--- src/rtl/retimer_chan_ovr_pkg.sv ---
// Shared widths and codes for the retimer channel override control.
// Assumes the output source select is a 3-bit code with four defined values.
package retimer_chan_ovr_pkg;
    localparam int SRC_SEL_W = 3;
    localparam int N_SRC     = 4;

    localparam logic [SRC_SEL_W-1:0] CODE_RAW     = 3'b000;
    localparam logic [SRC_SEL_W-1:0] CODE_RETIMED = 3'b001;
    localparam logic [SRC_SEL_W-1:0] CODE_PATTERN = 3'b100;
    localparam logic [SRC_SEL_W-1:0] CODE_MUTE    = 3'b111;

    // Bit positions within the one-hot steering vector.
    typedef enum logic [1:0] {
        SRC_RAW     = 2'd0,
        SRC_RETIMED = 2'd1,
        SRC_PATTERN = 2'd2,
        SRC_MUTE    = 2'd3
    } src_kind_e;
endpackage

--- src/rtl/retimer_chan_force.sv ---
// Combines the live signal-detect flag with the two static force bits and the
// channel reset level. Assumes forcing off outranks forcing on.
module retimer_chan_force (
    input  logic force_on,
    input  logic force_off,
    input  logic rst_level,
    input  logic sd_live,
    output logic sd_eff,
    output logic en_eff
);
    // Resolve effective signal detect, then qualify it with the channel reset.
    always_comb begin
        if (force_off)     sd_eff = 1'b0;
        else if (force_on) sd_eff = 1'b1;
        else               sd_eff = sd_live;
        en_eff = sd_eff & ~rst_level;
    end
endmodule

--- src/rtl/retimer_ovr_gate.sv ---
// Per-field override gate: passes the register value when the override enable
// is set, else the automatic value. Assumes both values share width W.
module retimer_ovr_gate #(
    parameter int W = 1
) (
    input  logic         ovr_en,
    input  logic [W-1:0] cfg_val,
    input  logic [W-1:0] auto_val,
    output logic [W-1:0] eff_val
);
    genvar gi;
    generate
        for (gi = 0; gi < W; gi++) begin : g_bit
            // Select one bit of the effective value.
            assign eff_val[gi] = ovr_en ? cfg_val[gi] : auto_val[gi];
        end
    endgenerate
endmodule

--- src/rtl/retimer_src_decode.sv ---
// Decodes the output source code into one-hot steering. Assumes undefined codes
// must steer to mute so no undefined data reaches the output.
module retimer_src_decode
    import retimer_chan_ovr_pkg::*;
(
    input  logic [SRC_SEL_W-1:0] code,
    output logic [N_SRC-1:0]     onehot
);
    // Map each defined code to its steering bit; anything else is mute.
    always_comb begin
        onehot = '0;
        unique case (code)
            CODE_RAW:     onehot[SRC_RAW]     = 1'b1;
            CODE_RETIMED: onehot[SRC_RETIMED] = 1'b1;
            CODE_PATTERN: onehot[SRC_PATTERN] = 1'b1;
            default:      onehot[SRC_MUTE]    = 1'b1;
        endcase
    end
endmodule

--- src/rtl/retimer_chan_ovr_ctrl.sv ---
// Per-channel override control for a serial retimer. Resolves the force bits
// and the channel reset into an enable, gates each datapath control behind its
// override enable, decodes the output source, and registers all results once.
// Assumes register fields are static between writes; the reset is synchronous.
module retimer_chan_ovr_ctrl
    import retimer_chan_ovr_pkg::*;
#(
    parameter int CP_W  = 2,
    parameter int LPF_W = 5
) (
    input  logic                 clk,
    input  logic                 rst_n,
    input  logic                 force_sd_on,
    input  logic                 force_sd_off,
    input  logic                 chan_rst,
    input  logic                 sig_det_raw,
    input  logic                 src_ovr_en,
    input  logic [SRC_SEL_W-1:0] src_sel_cfg,
    input  logic [SRC_SEL_W-1:0] src_sel_auto,
    input  logic                 cp_ovr_en,
    input  logic [CP_W-1:0]      cp_en_cfg,
    input  logic [CP_W-1:0]      cp_en_auto,
    input  logic                 lpf_ovr_en,
    input  logic [LPF_W-1:0]     lpf_dac_cfg,
    input  logic [LPF_W-1:0]     lpf_dac_auto,
    input  logic                 fld_ovr_en,
    input  logic                 fld_en_cfg,
    input  logic                 fld_en_auto,
    output logic                 sig_det_eff,
    output logic                 chan_en,
    output logic                 chan_rst_hold,
    output logic [N_SRC-1:0]     src_onehot,
    output logic [CP_W-1:0]      cp_en_eff,
    output logic [LPF_W-1:0]     lpf_dac_eff,
    output logic                 fld_en_eff
);
    localparam logic [N_SRC-1:0] ONEHOT_MUTE = N_SRC'(1) << SRC_MUTE;

    logic                 sd_nxt, en_nxt;
    logic [SRC_SEL_W-1:0] code_nxt;
    logic [N_SRC-1:0]     onehot_nxt;
    logic [CP_W-1:0]      cp_nxt;
    logic [LPF_W-1:0]     lpf_nxt;
    logic                 fld_nxt;

    retimer_chan_force u_force (
        .force_on  (force_sd_on),
        .force_off (force_sd_off),
        .rst_level (chan_rst),
        .sd_live   (sig_det_raw),
        .sd_eff    (sd_nxt),
        .en_eff    (en_nxt)
    );

    retimer_ovr_gate #(.W(SRC_SEL_W)) u_src_gate (
        .ovr_en (src_ovr_en), .cfg_val (src_sel_cfg),
        .auto_val (src_sel_auto), .eff_val (code_nxt)
    );

    retimer_src_decode u_src_dec (
        .code   (code_nxt),
        .onehot (onehot_nxt)
    );

    retimer_ovr_gate #(.W(CP_W)) u_cp_gate (
        .ovr_en (cp_ovr_en), .cfg_val (cp_en_cfg),
        .auto_val (cp_en_auto), .eff_val (cp_nxt)
    );

    retimer_ovr_gate #(.W(LPF_W)) u_lpf_gate (
        .ovr_en (lpf_ovr_en), .cfg_val (lpf_dac_cfg),
        .auto_val (lpf_dac_auto), .eff_val (lpf_nxt)
    );

    retimer_ovr_gate #(.W(1)) u_fld_gate (
        .ovr_en (fld_ovr_en), .cfg_val (fld_en_cfg),
        .auto_val (fld_en_auto), .eff_val (fld_nxt)
    );

    // Register every control so the datapath sees one clean update per cycle.
    always_ff @(posedge clk) begin
        if (!rst_n) begin
            sig_det_eff   <= 1'b0;
            chan_en       <= 1'b0;
            chan_rst_hold <= 1'b1;
            src_onehot    <= ONEHOT_MUTE;
            cp_en_eff     <= '0;
            lpf_dac_eff   <= '0;
            fld_en_eff    <= 1'b0;
        end else begin
            sig_det_eff   <= sd_nxt;
            chan_en       <= en_nxt;
            chan_rst_hold <= chan_rst;
            src_onehot    <= onehot_nxt;
            cp_en_eff     <= cp_nxt;
            lpf_dac_eff   <= lpf_nxt;
            fld_en_eff    <= fld_nxt;
        end
    end
endmodule

--- config.mk ---
export PLATFORM = sky130hd
export DESIGN_NAME = retimer_chan_ovr_ctrl
export DESIGN_NICKNAME = d
export VERILOG_FILES = /design/src/rtl/retimer_chan_ovr_pkg.sv /design/src/rtl/retimer_chan_force.sv /design/src/rtl/retimer_ovr_gate.sv /design/src/rtl/retimer_src_decode.sv /design/src/rtl/retimer_chan_ovr_ctrl.sv
export SDC_FILE = /design/constraint.sdc
export NUM_CORES = 1
export LEC_CHECK = 0
export BUFFER_PORTS_ARGS = -buffer_cell sky130_fd_sc_hd__clkbuf_2
export CORE_MARGIN = 3
export CORE_UTILIZATION = 35
export CTS_CLUSTER_SIZE = 16
export DETAILED_ROUTE_END_ITERATION = 12
export PLACE_DENSITY_LB_ADDON = 0.08
export REMOVE_ABC_BUFFERS = 1
export SLEW_MARGIN = 20
export SYNTH_ARGS = -nofsm -noshare
export SYNTH_HDL_FRONTEND = slang
export SYNTH_SLANG_ARGS = --single-unit
--- constraint.sdc ---
create_clock -name clk -period 1.8 [get_ports clk]
set_clock_uncertainty 0.2 [all_clocks]
set_input_delay 0.18 -clock clk [delete_from_list [all_inputs] [get_ports clk]]
set_output_delay 0.18 -clock clk [all_outputs]
set_load 0.02 [all_outputs]
==> flow_summary.toml, run 1 <==
[drt]
drt-total-wl_mm = 1.66
routedWlPerCell_um = 11.9
routed-wl-met2_um = 890
ant_nets = 0
routedLengthMet1_um = 608
first_pass_iters = 4
viasPerCell = 4.68
highest_layer = "met4"
first_iter_violations = 2
route.detailed.drc = 0
wl_met3_um = 142
vias = 650

[sta]
relSlewSlack_pct = 83.0
hold_violations = 0
fin_crit_sh_pct = 93.0
rsz0062_at_grt = "false"
drv_slew = 0
setup-violations-final = 0
tightest_slew_ps = 251
tns_ps = 0
min_period_ps = 1670
fmax_mhz = 598

[synthesis]
syn_inst = 50
yosysUniqueCellTypes = 18
synthFlopType = "dfxtp_1"
synthArstFlopShare_pct = 0
synth_edf_count = 0
yosysWarnings = 0
synth_seq_cells = 15
yosysSeqAreaShare_pct = 51.8
synth_area_per_cell_sq_um = 11.6
syn-cell-area_sq_um = 579

[critical_path]
cpPeakStageDelay_ps = 580
crit_chain = "dlygate4sd3_1, clkbuf_2, nor4b_1, dlygate4sd3_1"
crit_path_end_kind = "flip-flop"
crit_top_cell = "dlygate4sd3_1"
cp_num_cells = 4
cp_slowest_cell = "dlygate4sd3_1"
cp.required_ps = 1830
critPathKind = "input pin to flip-flop"
cp_max_fo = 2
cp_top_family = "buffers and inverters"
start_kind = "input pin"
cp-startpoint = "chan_rst"
crit_arrival_ps = 1700
path_buf_inv = 3

[floorplanning]
start_util_pct = 38.0
core_area_sq_mm = 0.00152
die_x_um = 46.7
row_count = 14
die_area_sq_mm = 0.00218
fp.dieH_um = 46.7
io-pin-count = 47

[grt]
antenna_found_initial = 0
grt_max_degree = 16
grt_overflow = 0
first_global_vias = 635
gr-usage-all-layers_pct = 16.3
grt_pass1_wl_mm = 2.46

[layout]
diodes = 0
syn_to_final_growth_pct = 89.4
fin_nets = 156
layout-drive-gt1-share_pct = 41.5
final_util_pct = 72.0

[power]
ir_drop_v = 0.000473
cellPowerDensity_mw_per_mm2 = 650
cellLeakagePower_nw = 0.563

[cts]
cts_hold_buf = 26
cts_root_buf = "clkbuf_4"
cts_made_buffers = 3
ctsResizeCount = 0
clkSinkCount = 15
htree_num_levels = 1
post_cts_buffers = 0
cts_tree = "done"
path_clk_slew_ps = 80
cts.path.max_buffers = 2

[placed_design]
port_buffers = 46
globalplace.congestion = 0.706

[worst_hold_path]
min_from = "rst_n"
holdPathStages = 2
hold_path_end = "chan_rst_hold$_SDFF_PN1_"
holdCritPathClass = "input pin to flip-flop"

[outcome]
status = "finished, final reports clean"

[job]
max_cap_viol_count = 0
[flip-flops by register name, indices dropped and copies added (netlist names)]
register	flops
src_onehot	4
chan_en	1
sig_det_eff	1
chan_rst_hold	1
lpf_dac_eff	5
cp_en_eff	2
fld_en_eff	1
[routing by layer]
metal	GRT usage, %	vias up
met5	0	-
met4	8.29	0
met3	3.52	4
met2	33.8	33
met1	13.8	290
li1	-	323
[worst max-delay path by stage]
| stage | to |
|---|---|
| after floorplan | src_onehot[2]$_SDFF_PN0_ |
| after global placement | src_onehot[2]$_SDFF_PN0_ |
| after detailed placement | src_onehot[2]$_SDFF_PN0_ |
| after CTS | chan_en$_SDFF_PN0_ |
| after global routing | chan_en$_SDFF_PN0_ |
| final | chan_en$_SDFF_PN0_ |
[kinds of logic (layout without fill, tap and decap cells)]
group / Yosys count / count (layout) / synth area share [%]
mux: 10 / 10 / 17.3
buf+inv: 3 / 76 / 3.24
flops: 15 / 15 / 51.8
simple gates: 19 / 19 / 23.8
compound gates: 3 / 3 / 3.89
[area by class of cell]
cell class                 instances  area, sq um
fill                             123          427
sequential                        15          300
timing repair buffer              72          490
clock buffer                       4         26.3
multi-input combinational         32          260
tap                               16         20.0
[cell usage after synthesis (all sizes together) (2+ instances only)]
cell	instances	share of area [%]
nor2b	8	8.6
mux2i	10	17
nor3b	2	2.6
clkbuf	2	1.3
dfxtp	15	52
[stage by stage]
| stage | hold WS [ps] | total power [W] | std cells | setup slack, ps | cell area [sq um] |
|---|---|---|---|---|---|
| after floorplan | 53.0 | 0.000420 | 47 | 704 | 561 |
| after global placement | 167 | 0.000484 | 109 | 512 | 811 |
| after detailed placement | 165 | 0.000486 | 109 | 474 | 811 |
| after CTS | 2.18 | 0.000721 | 139 | 168 | 1100 |
| after global routing | 22.8 | 0.000751 | 139 | 40.1 | 1100 |
| final | 11.2 | 0.000714 | 139 | 127 | 1100 |
[layout by cell type, fill, tap and decap left out, types with 2 or more instances in the layout]
cell type and n:
clkbuf_4 3, clkbuf_2 46, dlygate4sd3_1 26, dfxtp_1 15, mux2i_1 10, nor2b_1 8, nor3b_1 2
[where the power goes]
part           internal [W]  leakage, nW  switching [W]  total, W
registers          0.000351        0.124     0.00000496  0.000355
clock network     0.0000859       0.0150      0.0000995  0.000185
logic              0.000100        0.424      0.0000728  0.000173
Note: power is estimated with default switching activity, not from simulation.
==> run 2: changes to the inputs <==
==> constraint.sdc (replaced) <==
create_clock -name clk -period 1.8 [get_ports clk]
set_clock_uncertainty 0.2 [all_clocks]
set_input_delay 0.27 -clock clk [delete_from_list [all_inputs] [get_ports clk]]
set_output_delay 0.27 -clock clk [all_outputs]
set_load 0.02 [all_outputs]
==> flow_summary.toml, run 2 (synthesized netlist as in run 1, its figures left out) <==
[critical_path]
cp_max_fo = 2
crit_path_end_kind = "flip-flop"
start_kind = "input pin"
cp_top_family = "buffers and inverters"
crit_top_cell = "dlygate4sd3_1"
cpPeakStageDelay_ps = 570
cp.required_ps = 1820
cp_slowest_cell = "dlygate4sd3_1"
critPathKind = "input pin to flip-flop"
crit_chain = "dlygate4sd3_1, clkbuf_2, nor4b_2, dlygate4sd3_1"
path_buf_inv = 3
crit_arrival_ps = 1740

[power]
ir_drop_v = 0.000457
cellLeakagePower_nw = 0.471
cellPowerDensity_mw_per_mm2 = 763

[sta]
relSlewSlack_pct = 86.9
fin_ws_ps = 86.4
tns_ps = 0
hold_violations = 0
min_period_ps = 1710
fmax_mhz = 584
holdWs_ps = 46.3
tightest_slew_ps = 191
setup-violations-final = 0
drv_slew = 0
rsz0062_at_grt = "false"
fin_crit_sh_pct = 95.2

[cts]
cts.path.max_buffers = 2
htree_num_levels = 1
cts_made_buffers = 3
cts_root_buf = "clkbuf_4"
cts_tree = "done"
path_clk_slew_ps = 80
clkSinkCount = 15

[placed_design]
placed_cell_area_sq_um = 811
globalplace.congestion = 0.706
pre_cts_ws_ps = 384
port_buffers = 46

[floorplanning]
io-pin-count = 47
die_x_um = 46.7
core_area_sq_mm = 0.00152
fp.dieH_um = 46.7
die_area_sq_mm = 0.00218
start_util_pct = 38.0
row_count = 14

[drt]
wl_met3_um = 164
drt-total-wl_mm = 1.27
highest_layer = "met4"
ant_nets = 0
viasPerCell = 4.81
routedWlPerCell_um = 10.9
first_iter_violations = 2
vias = 558
routed-wl-met2_um = 584
route.detailed.drc = 0
routedLengthMet1_um = 501
first_pass_iters = 2

[grt]
antenna_found_initial = 0
gr-usage-all-layers_pct = 12.3
grt_pass1_wl_mm = 1.83
grt_overflow = 0
grt_max_degree = 16
first_global_vias = 502

[outcome]
status = "finished, final reports clean"

[layout]
largest_reg_flops = 5
final_common_cell = "clkbuf_2"
final_util_pct = 57.3
diodes = 0
top_regs = "lpf_dac_eff: 5 flops, src_onehot: 4 flops, cp_en_eff: 2 flops"
fin_area_sq_um = 873
fin_nets = 133
syn_to_final_growth_pct = 50.8
final_cell_mix = "clkbuf_2, dfxtp_1, mux2i_1, nor2b_1"
top_register = "lpf_dac_eff"
layout-drive-gt1-share_pct = 52.0

[job]
max_cap_viol_count = 0

[worst_hold_path]
holdCritPathClass = "input pin to flip-flop"
[run 2: where the power goes]
part	internal (W)	total [W]	leakage, nW	switching, W
Sequential	0.000350	0.000355	0.124	0.00000455
Combinational	0.0000633	0.000127	0.331	0.0000635
Clock	0.0000859	0.000185	0.0150	0.0000988
[run 2: per-layer routing]
metal / track usage, % / up-vias
li1: - / 281
met1: 12.0 / 240
met2: 22.0 / 33
met3: 3.52 / 4
met4: 8.29 / 0
met5: 0 / -
[run 2: cell type report]
cell class | instances | area, sq um
Timing Repair Buffer | 49 | 260
Fill cell | 142 | 651
Multi-Input combinational cell | 32 | 267
Clock buffer | 4 | 26.3
Tap cell | 16 | 20.0
Sequential cell | 15 | 300
[run 2: path summary, 6_finish.rpt]
| check | startpoint | endpoint | slack [ps] | cells past startpoint |
|---|---|---|---|---|
| min | fld_en_auto | fld_en_eff$_SDFF_PN0_ | 50 | 3 |
| max | force_sd_off | chan_en$_SDFF_PN0_ | 90 | 4 |
[run 2: stage by stage]
step | cells | total power [W]
final | 116 | 0.000667
after floorplan | 47 | 0.000420
after global placement | 109 | 0.000484
after global routing | 116 | 0.000704
after CTS | 116 | 0.000678
after detailed placement | 109 | 0.000486
[run 2: what timing repair did]
action                                  4_1_cts  5_1_grt
endpoints found under the hold margin         3        0
endpoints found under the setup margin        0        1
hold buffers                                  3        0
resized for setup                             0        1
buffers inserted                              0        0
==> run 3: changes to the inputs <==
--- a/config.mk
+++ b/config.mk
@@ -6,8 +6,11 @@
 export NUM_CORES = 1
 export LEC_CHECK = 0
 export BUFFER_PORTS_ARGS = -buffer_cell sky130_fd_sc_hd__clkbuf_2
+export CAP_MARGIN = 0
+export CELL_PAD_IN_SITES_DETAIL_PLACEMENT = 1
+export CELL_PAD_IN_SITES_GLOBAL_PLACEMENT = 2
 export CORE_MARGIN = 3
-export CORE_UTILIZATION = 35
+export CORE_UTILIZATION = 21
 export CTS_CLUSTER_SIZE = 16
 export DETAILED_ROUTE_END_ITERATION = 12
 export PLACE_DENSITY_LB_ADDON = 0.08
==> flow_summary.toml, run 3 (synthesized netlist as in run 1, its figures left out) <==
[drt]
routedWlPerCell_um = 11.0
ant_nets = 0
viasPerCell = 4.18
drt-total-wl_mm = 1.45
route.detailed.drc = 0
vias = 547
first_pass_iters = 2
first_iter_violations = 4

[sta]
rsz0062_at_grt = "false"
tightest_slew_ps = 203
hold_violations = 0
tns_ps = 0
fmax_mhz = 580
drv_slew = 0
holdWs_ps = 41.9
fin_crit_sh_pct = 95.7
setup-violations-final = 0
fin_ws_ps = 77.2
relSlewSlack_pct = 86.1
min_period_ps = 1720

[placed_design]
port_buffers = 46
placed_cell_area_sq_um = 836
pre_cts_ws_ps = 427
globalplace.congestion = 0.670
hpwl_mm = 1.26

[layout]
fin_area_sq_um = 893
fin_nets = 134
final_common_cell = "clkbuf_2"
final_cell_mix = "clkbuf_2, dfxtp_1, mux2i_1, nor2b_1"
ff_latch_area_sq_um = 300
fillCellCount = 311
multiInputGateArea_sq_um = 260
top_regs = "lpf_dac_eff: 5 flops, src_onehot: 4 flops, cp_en_eff: 2 flops"
largest_reg_flops = 5
syn_to_final_growth_pct = 54.2
diodes = 0
top_register = "lpf_dac_eff"
layout-drive-gt1-share_pct = 52.5

[cts]
cts_tree = "done"
path_clk_slew_ps = 90
cts_made_buffers = 3
cts_root_buf = "clkbuf_4"
clkSinkCount = 15
htree_num_levels = 1
cts.path.max_buffers = 2

[grt]
gr-usage-all-layers_pct = 8.97
antenna_found_initial = 0
grt_overflow = 0
first_global_vias = 592
grt_pass1_wl_mm = 2.35
grt_max_degree = 14

[power]
cellLeakagePower_nw = 0.477
ir_drop_v = 0.000351
cellPowerDensity_mw_per_mm2 = 751

[worst_hold_path]
min_from = "lpf_dac_auto[0]"
holdCritPathClass = "input pin to flip-flop"
holdPathStages = 3

[floorplanning]
io-pin-count = 47
core_area_sq_mm = 0.00254
die_area_sq_mm = 0.00342
start_util_pct = 22.8
fp.dieH_um = 58.5
row_count = 18
die_x_um = 58.5

[critical_path]
crit_path_end_kind = "flip-flop"
start_kind = "input pin"
cpPeakStageDelay_ps = 570
path_buf_inv = 3
crit_top_cell = "dlygate4sd3_1"
crit_chain = "dlygate4sd3_1, clkbuf_2, nor4b_1, dlygate4sd3_1"
cp.required_ps = 1820
cp_slowest_cell = "dlygate4sd3_1"
cp-startpoint = "force_sd_off"
cp_max_fo = 2
cp_top_family = "buffers and inverters"
crit_arrival_ps = 1750
cp_num_cells = 4
critPathKind = "input pin to flip-flop"

[outcome]
status = "finished, final reports clean"

[job]
max_cap_viol_count = 0
==> run 3: per-stage QoR <==
stage,total power [W],util [%],cells
global route,0.000711,35.1,131
detailed placement,0.000490,32.8,124
finish,0.000671,35.1,131
global placement,0.000488,32.8,124
CTS,0.000688,35.1,131
floorplan,0.000420,-,47
==> run 3: power by group <==
part | internal [W] | switching [W] | total (W)
Clock | 0.0000824 | 0.000105 | 0.000188
Sequential | 0.000351 | 0.00000470 | 0.000355
Combinational | 0.0000642 | 0.0000638 | 0.000128
Total | 0.000497 | 0.000174 | 0.000671
==> run 3: worst paths after layout <==
path	endpoint	slack, ps
hold / removal	lpf_dac_eff[0]$_SDFF_PN0_	40
setup / recovery	chan_en$_SDFF_PN0_	80
==> run 3: layout make-up <==
class / count / area share, %
Sequential cell: 15 / 33.6
Tap cell: 30 / 4.20
Clock inverter: 1 / 0.560
Timing Repair Buffer: 50 / 30.0
Clock buffer: 3 / 2.52
Multi-Input combinational cell: 32 / 29.1
==> run 3: per-layer routing <==
metal  wire length (um)  track usage, %
met1                558            9.08
met2                722            15.9
met3                161            5.04
met4                  4            1.99
met5                  0               0
==> run 3: timing repair <==
action / CTS / global route
buffers inserted: 0 / 0
hold buffers: 3 / 0
hold endpoints to repair: 3 / 0
resized for setup: 0 / 0
